===== src/rtl/tri_raster_pkg.sv =====
package tri_raster_pkg;

    typedef enum logic {
        WALK_IDLE = 1'b0,
        WALK_SCAN = 1'b1
    } walk_state_e;

endpackage


===== src/rtl/tri_edge_setup.sv =====
module tri_edge_setup #(
    parameter int COORD_W = 6
) (
    input  logic [COORD_W-1:0]     xa_i,
    input  logic [COORD_W-1:0]     ya_i,
    input  logic [COORD_W-1:0]     xb_i,
    input  logic [COORD_W-1:0]     yb_i,
    input  logic [COORD_W-1:0]     ox_i,
    input  logic [COORD_W-1:0]     oy_i,
    output logic [2*COORD_W+2:0]   init_o,
    output logic [2*COORD_W+2:0]   step_x_o,
    output logic [2*COORD_W+2:0]   step_y_o,
    output logic                   top_left_o
);
    localparam int DW = COORD_W + 1;
    localparam int EW = 2 * COORD_W + 3;

    logic signed [DW-1:0] ax, ay, rx, ry;
    logic signed [EW-1:0] axw, ayw, rxw, ryw;

    // edge vector and origin offset, one sign bit wider than a coordinate
    assign ax = $signed({1'b0, xb_i}) - $signed({1'b0, xa_i});
    assign ay = $signed({1'b0, yb_i}) - $signed({1'b0, ya_i});
    assign rx = $signed({1'b0, ox_i}) - $signed({1'b0, xa_i});
    assign ry = $signed({1'b0, oy_i}) - $signed({1'b0, ya_i});

    assign axw = EW'(ax);
    assign ayw = EW'(ay);
    assign rxw = EW'(rx);
    assign ryw = EW'(ry);

    // value at the box origin, then the per-pixel and per-row increments
    assign init_o   = axw * ryw - ayw * rxw;
    assign step_x_o = -ayw;
    assign step_y_o = axw;

    assign top_left_o = ay[DW-1] || ((ay == '0) && ax[DW-1]);

endmodule


===== src/rtl/tri_bbox.sv =====
module tri_bbox #(
    parameter int COORD_W  = 6,
    parameter int SCREEN_W = 48,
    parameter int SCREEN_H = 40
) (
    input  logic [2:0][COORD_W-1:0] vx_i,
    input  logic [2:0][COORD_W-1:0] vy_i,
    output logic [COORD_W-1:0]      x_lo_o,
    output logic [COORD_W-1:0]      x_hi_o,
    output logic [COORD_W-1:0]      y_lo_o,
    output logic [COORD_W-1:0]      y_hi_o,
    output logic                    empty_o
);
    localparam logic [COORD_W-1:0] XLIM = COORD_W'(SCREEN_W - 1);
    localparam logic [COORD_W-1:0] YLIM = COORD_W'(SCREEN_H - 1);

    logic [COORD_W-1:0] x_min, x_max, y_min, y_max;

    always_comb begin
        x_min = vx_i[0];
        x_max = vx_i[0];
        y_min = vy_i[0];
        y_max = vy_i[0];
        for (int i = 1; i < 3; i++) begin
            if (vx_i[i] < x_min) x_min = vx_i[i];
            if (vx_i[i] > x_max) x_max = vx_i[i];
            if (vy_i[i] < y_min) y_min = vy_i[i];
            if (vy_i[i] > y_max) y_max = vy_i[i];
        end
    end

    assign x_lo_o  = x_min;
    assign y_lo_o  = y_min;
    assign x_hi_o  = (x_max > XLIM) ? XLIM : x_max;
    assign y_hi_o  = (y_max > YLIM) ? YLIM : y_max;
    assign empty_o = (x_min > XLIM) || (y_min > YLIM);

endmodule


===== src/rtl/tri_coverage_raster.sv =====
module tri_coverage_raster
    import tri_raster_pkg::*;
#(
    parameter int COORD_W  = 6,
    parameter int SCREEN_W = 48,
    parameter int SCREEN_H = 40
) (
    input  logic                    clk_i,
    input  logic                    rst_ni,
    input  logic                    start_i,
    input  logic [2:0][COORD_W-1:0] vx_i,
    input  logic [2:0][COORD_W-1:0] vy_i,
    output logic                    frag_valid_o,
    input  logic                    frag_ready_i,
    output logic [COORD_W-1:0]      frag_x_o,
    output logic [COORD_W-1:0]      frag_y_o,
    output logic                    done_o
);
    localparam int DW = COORD_W + 1;
    localparam int EW = 2 * COORD_W + 3;
    localparam logic [COORD_W-1:0] XLIM = COORD_W'(SCREEN_W - 1);
    localparam logic [COORD_W-1:0] YLIM = COORD_W'(SCREEN_H - 1);

    typedef struct packed {
        walk_state_e          st;
        logic                 done;
        logic [COORD_W-1:0]   x;
        logic [COORD_W-1:0]   y;
        logic [COORD_W-1:0]   x_lo;
        logic [COORD_W-1:0]   x_hi;
        logic [COORD_W-1:0]   y_hi;
        logic [2:0][EW-1:0]   ev;
        logic [2:0][EW-1:0]   row_ev;
        logic [2:0][EW-1:0]   sx;
        logic [2:0][EW-1:0]   sy;
        logic [2:0]           tl;
    } walk_regs_t;

    walk_regs_t walk_d, walk_q;

    // bounding box
    logic [COORD_W-1:0] bx_lo, bx_hi, by_lo, by_hi;
    logic               bb_empty;

    tri_bbox #(
        .COORD_W (COORD_W),
        .SCREEN_W(SCREEN_W),
        .SCREEN_H(SCREEN_H)
    ) u_bbox (
        .vx_i   (vx_i),
        .vy_i   (vy_i),
        .x_lo_o (bx_lo),
        .x_hi_o (bx_hi),
        .y_lo_o (by_lo),
        .y_hi_o (by_hi),
        .empty_o(bb_empty)
    );

    // per-edge setup at the box origin
    logic [2:0][EW-1:0] e_init, e_stx, e_sty;
    logic [2:0]         e_tl;

    for (genvar g = 0; g < 3; g++) begin : g_edge
        localparam int NX = (g == 2) ? 0 : g + 1;
        tri_edge_setup #(
            .COORD_W(COORD_W)
        ) u_edge (
            .xa_i      (vx_i[g]),
            .ya_i      (vy_i[g]),
            .xb_i      (vx_i[NX]),
            .yb_i      (vy_i[NX]),
            .ox_i      (bx_lo),
            .oy_i      (by_lo),
            .init_o    (e_init[g]),
            .step_x_o  (e_stx[g]),
            .step_y_o  (e_sty[g]),
            .top_left_o(e_tl[g])
        );
    end

    // signed doubled area decides winding and degeneracy
    logic signed [DW-1:0] d1x, d1y, d2x, d2y;
    logic signed [EW-1:0] area;
    logic                 area_pos;

    assign d1x = $signed({1'b0, vx_i[1]}) - $signed({1'b0, vx_i[0]});
    assign d1y = $signed({1'b0, vy_i[1]}) - $signed({1'b0, vy_i[0]});
    assign d2x = $signed({1'b0, vx_i[2]}) - $signed({1'b0, vx_i[0]});
    assign d2y = $signed({1'b0, vy_i[2]}) - $signed({1'b0, vy_i[0]});
    assign area = EW'(d1x) * EW'(d2y) - EW'(d1y) * EW'(d2x);
    assign area_pos = !area[EW-1] && (area != '0);

    // coverage of the current scan position
    logic [2:0] edge_ok;
    logic       covered;
    logic       advance;

    always_comb begin
        for (int i = 0; i < 3; i++) begin
            edge_ok[i] = (!walk_q.ev[i][EW-1] && (walk_q.ev[i] != '0)) ||
                         ((walk_q.ev[i] == '0) && walk_q.tl[i]);
        end
    end

    assign covered = &edge_ok;
    assign advance = (walk_q.st == WALK_SCAN) && (!covered || frag_ready_i);

    // next state
    always_comb begin
        walk_d      = walk_q;
        walk_d.done = 1'b0;
        unique case (walk_q.st)
            WALK_IDLE: begin
                if (start_i) begin
                    if (bb_empty || !area_pos) begin
                        walk_d.done = 1'b1;
                    end else begin
                        walk_d.st   = WALK_SCAN;
                        walk_d.x    = bx_lo;
                        walk_d.y    = by_lo;
                        walk_d.x_lo = bx_lo;
                        walk_d.x_hi = bx_hi;
                        walk_d.y_hi = by_hi;
                        walk_d.tl   = e_tl;
                        for (int i = 0; i < 3; i++) begin
                            walk_d.ev[i]     = e_init[i];
                            walk_d.row_ev[i] = e_init[i];
                            walk_d.sx[i]     = e_stx[i];
                            walk_d.sy[i]     = e_sty[i];
                        end
                    end
                end
            end
            WALK_SCAN: begin
                if (advance) begin
                    if (walk_q.x == walk_q.x_hi) begin
                        if (walk_q.y == walk_q.y_hi) begin
                            walk_d.st   = WALK_IDLE;
                            walk_d.done = 1'b1;
                        end else begin
                            walk_d.y = walk_q.y + 1'b1;
                            walk_d.x = walk_q.x_lo;
                            for (int i = 0; i < 3; i++) begin
                                walk_d.row_ev[i] = walk_q.row_ev[i] + walk_q.sy[i];
                                walk_d.ev[i]     = walk_q.row_ev[i] + walk_q.sy[i];
                            end
                        end
                    end else begin
                        walk_d.x = walk_q.x + 1'b1;
                        for (int i = 0; i < 3; i++) begin
                            walk_d.ev[i] = walk_q.ev[i] + walk_q.sx[i];
                        end
                    end
                end
            end
            default: walk_d = walk_q;
        endcase
    end

    always_ff @(posedge clk_i or negedge rst_ni) begin
        if (!rst_ni) begin
            walk_q <= '0;
        end else begin
            walk_q <= walk_d;
        end
    end

    assign frag_valid_o = (walk_q.st == WALK_SCAN) && covered;
    assign frag_x_o     = walk_q.x;
    assign frag_y_o     = walk_q.y;
    assign done_o       = walk_q.done;

    // checks on the scan and handshake
    AST_STALL_HOLD: assert property (@(posedge clk_i) disable iff (!rst_ni)
        frag_valid_o && !frag_ready_i |=> frag_valid_o && $stable(frag_x_o) && $stable(frag_y_o));

    AST_DONE_PULSE: assert property (@(posedge clk_i) disable iff (!rst_ni)
        done_o |=> !done_o);

    AST_REJECT_DONE: assert property (@(posedge clk_i) disable iff (!rst_ni)
        (walk_q.st == WALK_IDLE) && start_i && !area_pos |=> done_o && !frag_valid_o);

    AST_FRAG_ON_SCREEN: assert property (@(posedge clk_i) disable iff (!rst_ni)
        frag_valid_o |-> (frag_x_o <= XLIM) && (frag_y_o <= YLIM));

    AST_ROW_STEP: assert property (@(posedge clk_i) disable iff (!rst_ni)
        advance && (walk_q.x != walk_q.x_hi) |=> frag_x_o == $past(frag_x_o) + 1'b1);

    AST_START_IGNORED: assert property (@(posedge clk_i) disable iff (!rst_ni)
        (walk_q.st == WALK_SCAN) && start_i && !advance
        |=> $stable(frag_x_o) && $stable(frag_y_o));

endmodule


===== config.mk =====
export PLATFORM = sky130hd
export DESIGN_NAME = tri_coverage_raster
export DESIGN_NICKNAME = d
export VERILOG_FILES = /design/src/rtl/tri_raster_pkg.sv /design/src/rtl/tri_edge_setup.sv /design/src/rtl/tri_bbox.sv /design/src/rtl/tri_coverage_raster.sv
export SDC_FILE = /design/constraint.sdc
export NUM_CORES = 2
export LEC_CHECK = 0
export ABC_CLOCK_PERIOD_IN_PS = 3100
export BUFFER_PORTS_ARGS = -buffer_cell sky130_fd_sc_hd__clkbuf_2
export CELL_PAD_IN_SITES_DETAIL_PLACEMENT = 1
export CELL_PAD_IN_SITES_GLOBAL_PLACEMENT = 2
export CORE_MARGIN = 3
export CORE_UTILIZATION = 35
export CTS_BUF_LIST = sky130_fd_sc_hd__clkbuf_4 sky130_fd_sc_hd__clkbuf_8 sky130_fd_sc_hd__clkbuf_16
export DETAILED_ROUTE_END_ITERATION = 6
export PLACE_DENSITY = 0.81
export REMOVE_ABC_BUFFERS = 1
export SLEW_MARGIN = 20
export SYNTH_ARGS = -nofsm -noshare
export SYNTH_HDL_FRONTEND = slang
export SYNTH_SLANG_ARGS = --single-unit

===== constraint.sdc =====
create_clock -name clk_i -period 3.1 [get_ports clk_i]
set_input_delay 0.31 -clock clk_i [delete_from_list [all_inputs] [get_ports clk_i]]
set_output_delay 0.31 -clock clk_i [all_outputs]
set_load 0.005 [all_outputs]

Word-level counts from Yosys, hierarchy flattened
Index checks and enable logic that the tools add are counted.
{ "totals": {"regBits": 191, "latchBits": 0, "mem_bits_rw": 0, "romBits": 0, "out_inout_bits": 14, "memories": 0} }
{ "classes": {"n_addsub": 29, "mul": 8, "n_div": 0, "order_cmp": 12, "n_eq_ne": 8, "n_shift": 0, "n_mux": 26, "bitwise": 2, "n_reduce_logical": 41} }
{ "ops": {"columns": ["cell", "n"], "rows": [
  ["$mux W215", 1],
  ["$mux W213", 1],
  ["$mux W90", 2],
  ["$pmux W90 S2", 1],
  ["$mul A7 B7 Y14", 8],
  ["$sub A6 B6 Y7", 14],
  ["$add A15 B15 Y15", 6],
  ["$mux W45", 2],
  ["$mux W6", 12],
  ["$reduce_bool A15 Y1", 4],
  ["$logic_not A15 Y1", 3],
  ["$neg A7 Y15", 3],
  ["$sub A15 B15 Y15", 3],
  ["$pmux W14 S2", 1],
  ["$gt A6 B6 Y1", 4],
  ["$gt A6 B6 Y1 const B", 4],
  ["$lt A6 B6 Y1", 4],
  ["$logic_not A7 Y1", 3],
  ["$sub A14 B14 Y15", 1],
  ["$mux W14", 1],
  ["$add A6 B1 Y6 const B", 2],
  ["$eq A6 B6 Y1", 2],
  ["$logic_and A1 B1 Y1", 12],
  ["$mux W12", 1],
  ["other kinds (11)", 31]
]} }

Depth between registers and ports, before layout
{ "logic_depth": {"word_depth": 10, "depth_mapped": 49} }

By module
A second synthesis with hierarchy kept.
{ "hier_totals": {"cells_unflattened": 4327, "hier_area_um2": 36495.0} }
{ "by_module_without_submodules": {"columns": ["mod", "instances", "cells_each", "area_per_inst_um2", "seq_area_each_um2"], "rows": [
  ["tri_coverage_raster", 1, 2186, 18491.5, 5380.2],
  ["tri_edge_setup at g_edge[0].u_edge", 1, 642, 5491.5, 0.0],
  ["tri_edge_setup at g_edge[1].u_edge", 1, 641, 5454.0, 0.0],
  ["tri_edge_setup at g_edge[2].u_edge", 1, 641, 5451.5, 0.0],
  ["tri_bbox", 1, 217, 1606.5, 0.0]
]} }

Least setup slack after synthesis
OpenSTA, ideal clock, no wires.
{ "synth_path": {"path_type": "input port to flip-flop", "from": "input port vy_i[2] (netlist name)", "to": "register walk_q[151] (netlist name)", "arrival_ns": 9.898, "required_time_ns": 3.035, "setup_slack_ns": -6.863, "path_stages": 47, "n_path_buf": 2, "cell_sequence": "inv_1 > ha_1 > nor2_1 > a211oi_2 > o31a_1 > clkbuf_1 > a21oi_1 > ha_1 > or3_1 > a31o_1 > a31oi_1 > o21ai_0 > clkbuf_1 > o21ai_0 > inv_1 > ha_1 > nor2b_1 > o21ai_0 > [... 11 more ...] > fa_1 > inv_1 > ha_1 > inv_1 > o21ai_0 > a21oi_1 > nor2b_1 > o21a_1 > nor2_1 > xnor2_1 > ha_1 > or3_1 > or3_1 > a31oi_1 > nor2b_1 > o21a_1 > o21ai_1 > o221a_2"} }
{ "synth_between": {"elab_chain_cells": 10} }
{ "synth_lines": {"columns": ["element", "line", "rtl"], "rows": [
  ["start: declaration", "tri_coverage_raster.sv:12", "input logic [2:0][COORD_W-1:0] vy_i,"],
  ["$lt A6 B6 Y1", "tri_bbox.sv:27", "if (vy_i[i] < y_min) y_min = vy_i[i];"],
  ["$mux W6", "tri_bbox.sv:27", null],
  ["$lt A6 B6 Y1", "tri_bbox.sv:27", null],
  ["$mux W6", "tri_bbox.sv:27", null],
  ["$sub A6 B6 Y7", "tri_edge_setup.sv:25", "assign ry = $signed({1'b0, oy_i}) - $signed({1'b0, ya_i});"],
  ["$mul A7 B7 Y14", "tri_edge_setup.sv:33", "assign init_o = axw * ryw - ayw * rxw;"],
  ["$sub A15 B15 Y15", "tri_edge_setup.sv:33", null],
  ["$mux W213", "tri_coverage_raster.sv:115", "if (bb_empty || !area_pos) begin"],
  ["$mux W215", "tri_coverage_raster.sv:114", "if (start_i) begin"],
  ["$pmux W90 S2", "tri_coverage_raster.sv:112", "unique case (walk_q.st)"],
  ["end signal: assignment", "tri_coverage_raster.sv:164", "walk_q <= walk_d;"],
  ["end: declaration", "tri_coverage_raster.sv:39", "walk_regs_t walk_d, walk_q;"]
]} }
Several ways; a longest one is shown, not always the timed one. The select of a mux whose other input is x is not followed.
A chain may end at the register's enable or synchronous reset.

Worst setup path in the final report
{ "layout_path": {"from": "input port vx_i[4] (netlist name)", "to": "register walk_q[151] (netlist name)"} }
{ "layout_between": {"elab_chain_cells": 10} }
{ "layout_lines": {"columns": ["element", "line", "rtl"], "rows": [
  ["start: declaration", "tri_coverage_raster.sv:11", "input logic [2:0][COORD_W-1:0] vx_i,"],
  ["$lt A6 B6 Y1", "tri_bbox.sv:25", "if (vx_i[i] < x_min) x_min = vx_i[i];"],
  ["$mux W6", "tri_bbox.sv:25", null],
  ["$lt A6 B6 Y1", "tri_bbox.sv:25", null],
  ["$mux W6", "tri_bbox.sv:25", null],
  ["$sub A6 B6 Y7", "tri_edge_setup.sv:24", "assign rx = $signed({1'b0, ox_i}) - $signed({1'b0, xa_i});"],
  ["$mul A7 B7 Y14", "tri_edge_setup.sv:33", null],
  ["$sub A15 B15 Y15", "tri_edge_setup.sv:33", null],
  ["$mux W213", "tri_coverage_raster.sv:115", null],
  ["$mux W215", "tri_coverage_raster.sv:114", null],
  ["$pmux W90 S2", "tri_coverage_raster.sv:112", null]
]} }
Several ways; a longest one is shown, not always the timed one. The select of a mux whose other input is x is not followed.

==> summary.md <==
| Metric | Value |
|---|---|
| Outcome | `complete, but fails checks` |
| Violated checks | `negative setup slack` |
| Busiest layer in global routing | `met2` |
| Fraction of layout cells with a size suffix above 1 | `0.333` |
| Synth Cell Area | `around 0.034 sq mm` |
| End of the critical path | `walk_q[151]` |
| I/O Buffers | `between 50 and 60` |
| Endpoint class of the critical path | `register` |
| Grt met2 use | `0.432` |
| Count of unique library cells instantiated by Yosys | `75` |
| Number of synthesized register bits | `around 190` |
| Die width | `around 320 um` |
| Maximum cell stage delay along the critical path | `around 540 ps` |
| Placement Cell Area | `~0.041 sq mm` |
| Post-route non-filler standard cell count | `6191` |
| Arrival @ worst endpoint | `approximately 9700 ps` |
| Vertical die dimension | `around 320 um` |
| Period utilization | `2.99` |
| Most used cell along the critical path | `sky130_fd_sc_hd__buf_6` |
| Worst path required time | `roughly 3500 ps` |
| Max_cap viols | `0` |
| Warning count from the yosys run | `0` |
| Slew margin rel. | `0.331` |
| Post-synth EDFFs | `0` |
| Final Critical Period | `about 9300 ps` |
| Instance count after placement with tap cells included | `about 6k` |
| Register clock-pin slew on the reported worst setup and hold paths | `~80 ps` |
| TritonCTS clock tree | `yes` |
| Iteration-0 DRC Markers | `around 1.9k` |
| Global-route usage over all layers | `0.254` |
| R2r endpoint | `walk_q[122]` |
| Antenna violations before repair | `3` |
| Met3 Use GR | `0.0344` |
| Placer congestion estimate | `between 0.9 and 1` |
| Via count of the first global-routing pass | `around 35k` |
| Clock insertion delay at the later pin of the skew report | `approximately 500 ps` |
| Post-place setup slack | `-6990 ps` |
| Cell row count | `roughly 110` |
| Kind of critical path | `input port to register` |
| Synth-to-Final Area Change | `39.7%` |
| Area used by multi-input combinational logic | `~0.03 sq mm` |
| Fraction of synthesis flops using an asynchronous set or reset pin | `1.00` |
| Seq/Total Area, Yosys | `0.139` |
| Clock tree sinks | `roughly 190` |
| First-pass GRT wire length | `199 mm` |
| Slack of the worst reg-to-reg path | `-240 ps` |
| Startpoint Class | `input port` |
| First-pass detailed-route iteration total | `7` |
| Slowest cell on crit path | `sky130_fd_sc_hd__fa_1` |
| Clock buffer count from CTS | `17` |
| Final core utilization | `0.495` |
| Maximum number of pins on one net before global-route repair | `64` |
| Final slew viol count | `0` |
| Flip-flop and latch area | `around 0.0047 sq mm` |
| Highest net fanout along the worst path | `7` |
| Final clock skew | `~28 ps` |
| Startpoint of the most critical register-to-register path | `walk_q[18]` |
| Worst-margin pin slew | `1000 ps` |
| DRT antenna net count | `0` |
| Final Routed Wirelength | `between 100 and 150 mm` |
| Worst-case reg-to-reg path depth | `13` |
| Hold Fails Final Rpt | `0` |
| Syn Area/Cell | `between 8 and 9 sq um` |
| Global routing usage on met1 | `0.328` |
| Routed len/inst | `about 23 um` |
| Mapped Cells | `around 4k` |
| Unrepaired setup endpoints after global routing | `true` |
| Worst min-delay path category | `input port to register` |
| I/O Pins | `between 50 and 60` |
| Number of buffers on the longest clock path | `2` |
| Predominant post-synthesis flop cell | `sky130_fd_sc_hd__dfrtp_1` |
| Setup WS post-layout | `-6160 ps` |
| Number of remaining DRC errors | `0` |
| Leftover overflow at the end of global routing | `0` |
| Effective utilization at floorplan | `0.354` |
| DIE AREA | `about 0.10 sq mm` |
| Vias post-DR | `about 33k` |
| # fillers | `around 11k` |
| Clock tree root buffer cell | `sky130_fd_sc_hd__clkbuf_16` |
| Design Area, Final | `approximately 0.047 sq mm` |
| Post-detailed-route via-to-cell ratio | `about 5.4` |
| Area of the core | `0.0953 sq mm` |
| Half-perimeter wire length after detailed placement | `a little under 100 mm` |
| Final layout net count | `approximately 5.8k` |
| Max Clk Rate | `~0.11 GHz` |
| Critical Path Source | `vx_i[4]` |
| H-tree levels | `4` |
| Final setup fails | `188` |
==> how the worst min path moves through the flow <==
stage	start	to	cells after the start
2_1_floorplan	rst_ni	done_o	0
3_3_place_gp	rst_ni	walk_q[117]	1
3_5_place_dp	rst_ni	walk_q[117]	1
4_1_cts	start_i	done_o	3
5_1_grt	start_i	done_o	3
6_report	start_i	done_o	3
==> critical path, delay by kind of cell <==
family          cells  cell delay (ps)
buf+inv            11             1280
simple gates       10             1590
fa+ha+maj          10             3340
compound gates     17             3140
==> stage by stage <==
step                setup TNS (ps)  hold slack, ps
finish                     -926790             164
detailed placement        -1052660             363
global placement          -1030400             360
global route               -962930             167
floorplan                 -1137040            14.4
CTS                        -866070             115
==> cell families (layout without fill, tap and decap cells) <==
kind of cell,after synthesis,count (layout),synth area share
buf+inv,736,1650,0.0845
other cells,0,2,0
simple gates,1162,1163,0.158
mux,31,31,0.00937
flops,188,188,0.139
compound gates,766,766,0.143
xor+xnor,302,302,0.0783
fa+ha+maj,824,824,0.387
==> flip-flops by register name, indices dropped and copies added, names as in the netlist <==
name	cells
frag_x_o	6
done_o	1
frag_y_o	6
walk_q	175
==> repair_timing <==
item	CTS	global route
setup endpoints to repair	188	188
endpoints found under the hold margin	59	0
setup buffers	94	70
resized for setup	577	333
cloned	8	0
hold buffers	1	0
pin swaps	304	258
==> metal layers <==
metal  vias up  routed length, um
li1      15000                  -
met1     16900              57700
met2       978              68100
met3       359               6780
met4         0               7090
met5         -                  0
==> layout by cell type, fill, tap and decap left out, types with 88 or more instances in the layout <==
cell type,n
sky130_fd_sc_hd__xnor2_1,159
sky130_fd_sc_hd__a21oi_1,130
sky130_fd_sc_hd__nand2_1,249
sky130_fd_sc_hd__o21ai_0,111
sky130_fd_sc_hd__inv_1,567
sky130_fd_sc_hd__dfrtp_1,187
sky130_fd_sc_hd__ha_1,378
sky130_fd_sc_hd__nor2_1,389
sky130_fd_sc_hd__fa_1,350
sky130_fd_sc_hd__a21o_1,88
sky130_fd_sc_hd__buf_4,832
==> cell usage after synthesis, types with 14 or more instances <==
cell type | instances | area (sq um)
sky130_fd_sc_hd__inv_1 | 623 | 2340
sky130_fd_sc_hd__ha_1 | 456 | 5710
sky130_fd_sc_hd__nor2_1 | 439 | 1650
sky130_fd_sc_hd__fa_1 | 368 | 7370
sky130_fd_sc_hd__nand2_1 | 282 | 1060
sky130_fd_sc_hd__o21ai_0 | 210 | 1050
sky130_fd_sc_hd__a21oi_1 | 203 | 1020
sky130_fd_sc_hd__xnor2_1 | 202 | 1770
sky130_fd_sc_hd__dfrtp_1 | 188 | 4700
sky130_fd_sc_hd__xor2_1 | 100 | 876
sky130_fd_sc_hd__a21o_1 | 89 | 668
sky130_fd_sc_hd__nor3_1 | 69 | 345
sky130_fd_sc_hd__or2_2 | 69 | 432
sky130_fd_sc_hd__clkbuf_1 | 68 | 255
sky130_fd_sc_hd__nand2b_1 | 66 | 413
sky130_fd_sc_hd__nand3_1 | 59 | 295
sky130_fd_sc_hd__nor2b_1 | 50 | 313
sky130_fd_sc_hd__a31oi_1 | 43 | 269
sky130_fd_sc_hd__and2_1 | 39 | 244
sky130_fd_sc_hd__o21a_1 | 31 | 233
sky130_fd_sc_hd__a2bb2oi_1 | 30 | 263
sky130_fd_sc_hd__or3_1 | 30 | 188
sky130_fd_sc_hd__mux2i_1 | 26 | 260
sky130_fd_sc_hd__buf_2 | 22 | 110
sky130_fd_sc_hd__o211ai_1 | 21 | 158
sky130_fd_sc_hd__and3_1 | 17 | 106
sky130_fd_sc_hd__a211oi_1 | 16 | 120
sky130_fd_sc_hd__buf_4 | 15 | 113
sky130_fd_sc_hd__o21bai_1 | 14 | 105
sky130_fd_sc_hd__o22a_1 | 14 | 123
sky130_fd_sc_hd__o31ai_1 | 14 | 105
==> cell type report <==
| class | count | area share |
|---|---|---|
| timing repair buffer | 993 | 0.175 |
| inverter | 625 | 0.0506 |
| clock inverter | 13 | 0.00334 |
| antenna | 2 | 0.000106 |
| clock buffer | 19 | 0.00947 |
| sequential | 188 | 0.0998 |
| multi-input combinational | 3086 | 0.629 |
| tap | 1265 | 0.0336 |
Power is left out: the tool's default activity adds up to more than one toggle a clock period on the data nets, which glitch-free logic cannot reach.
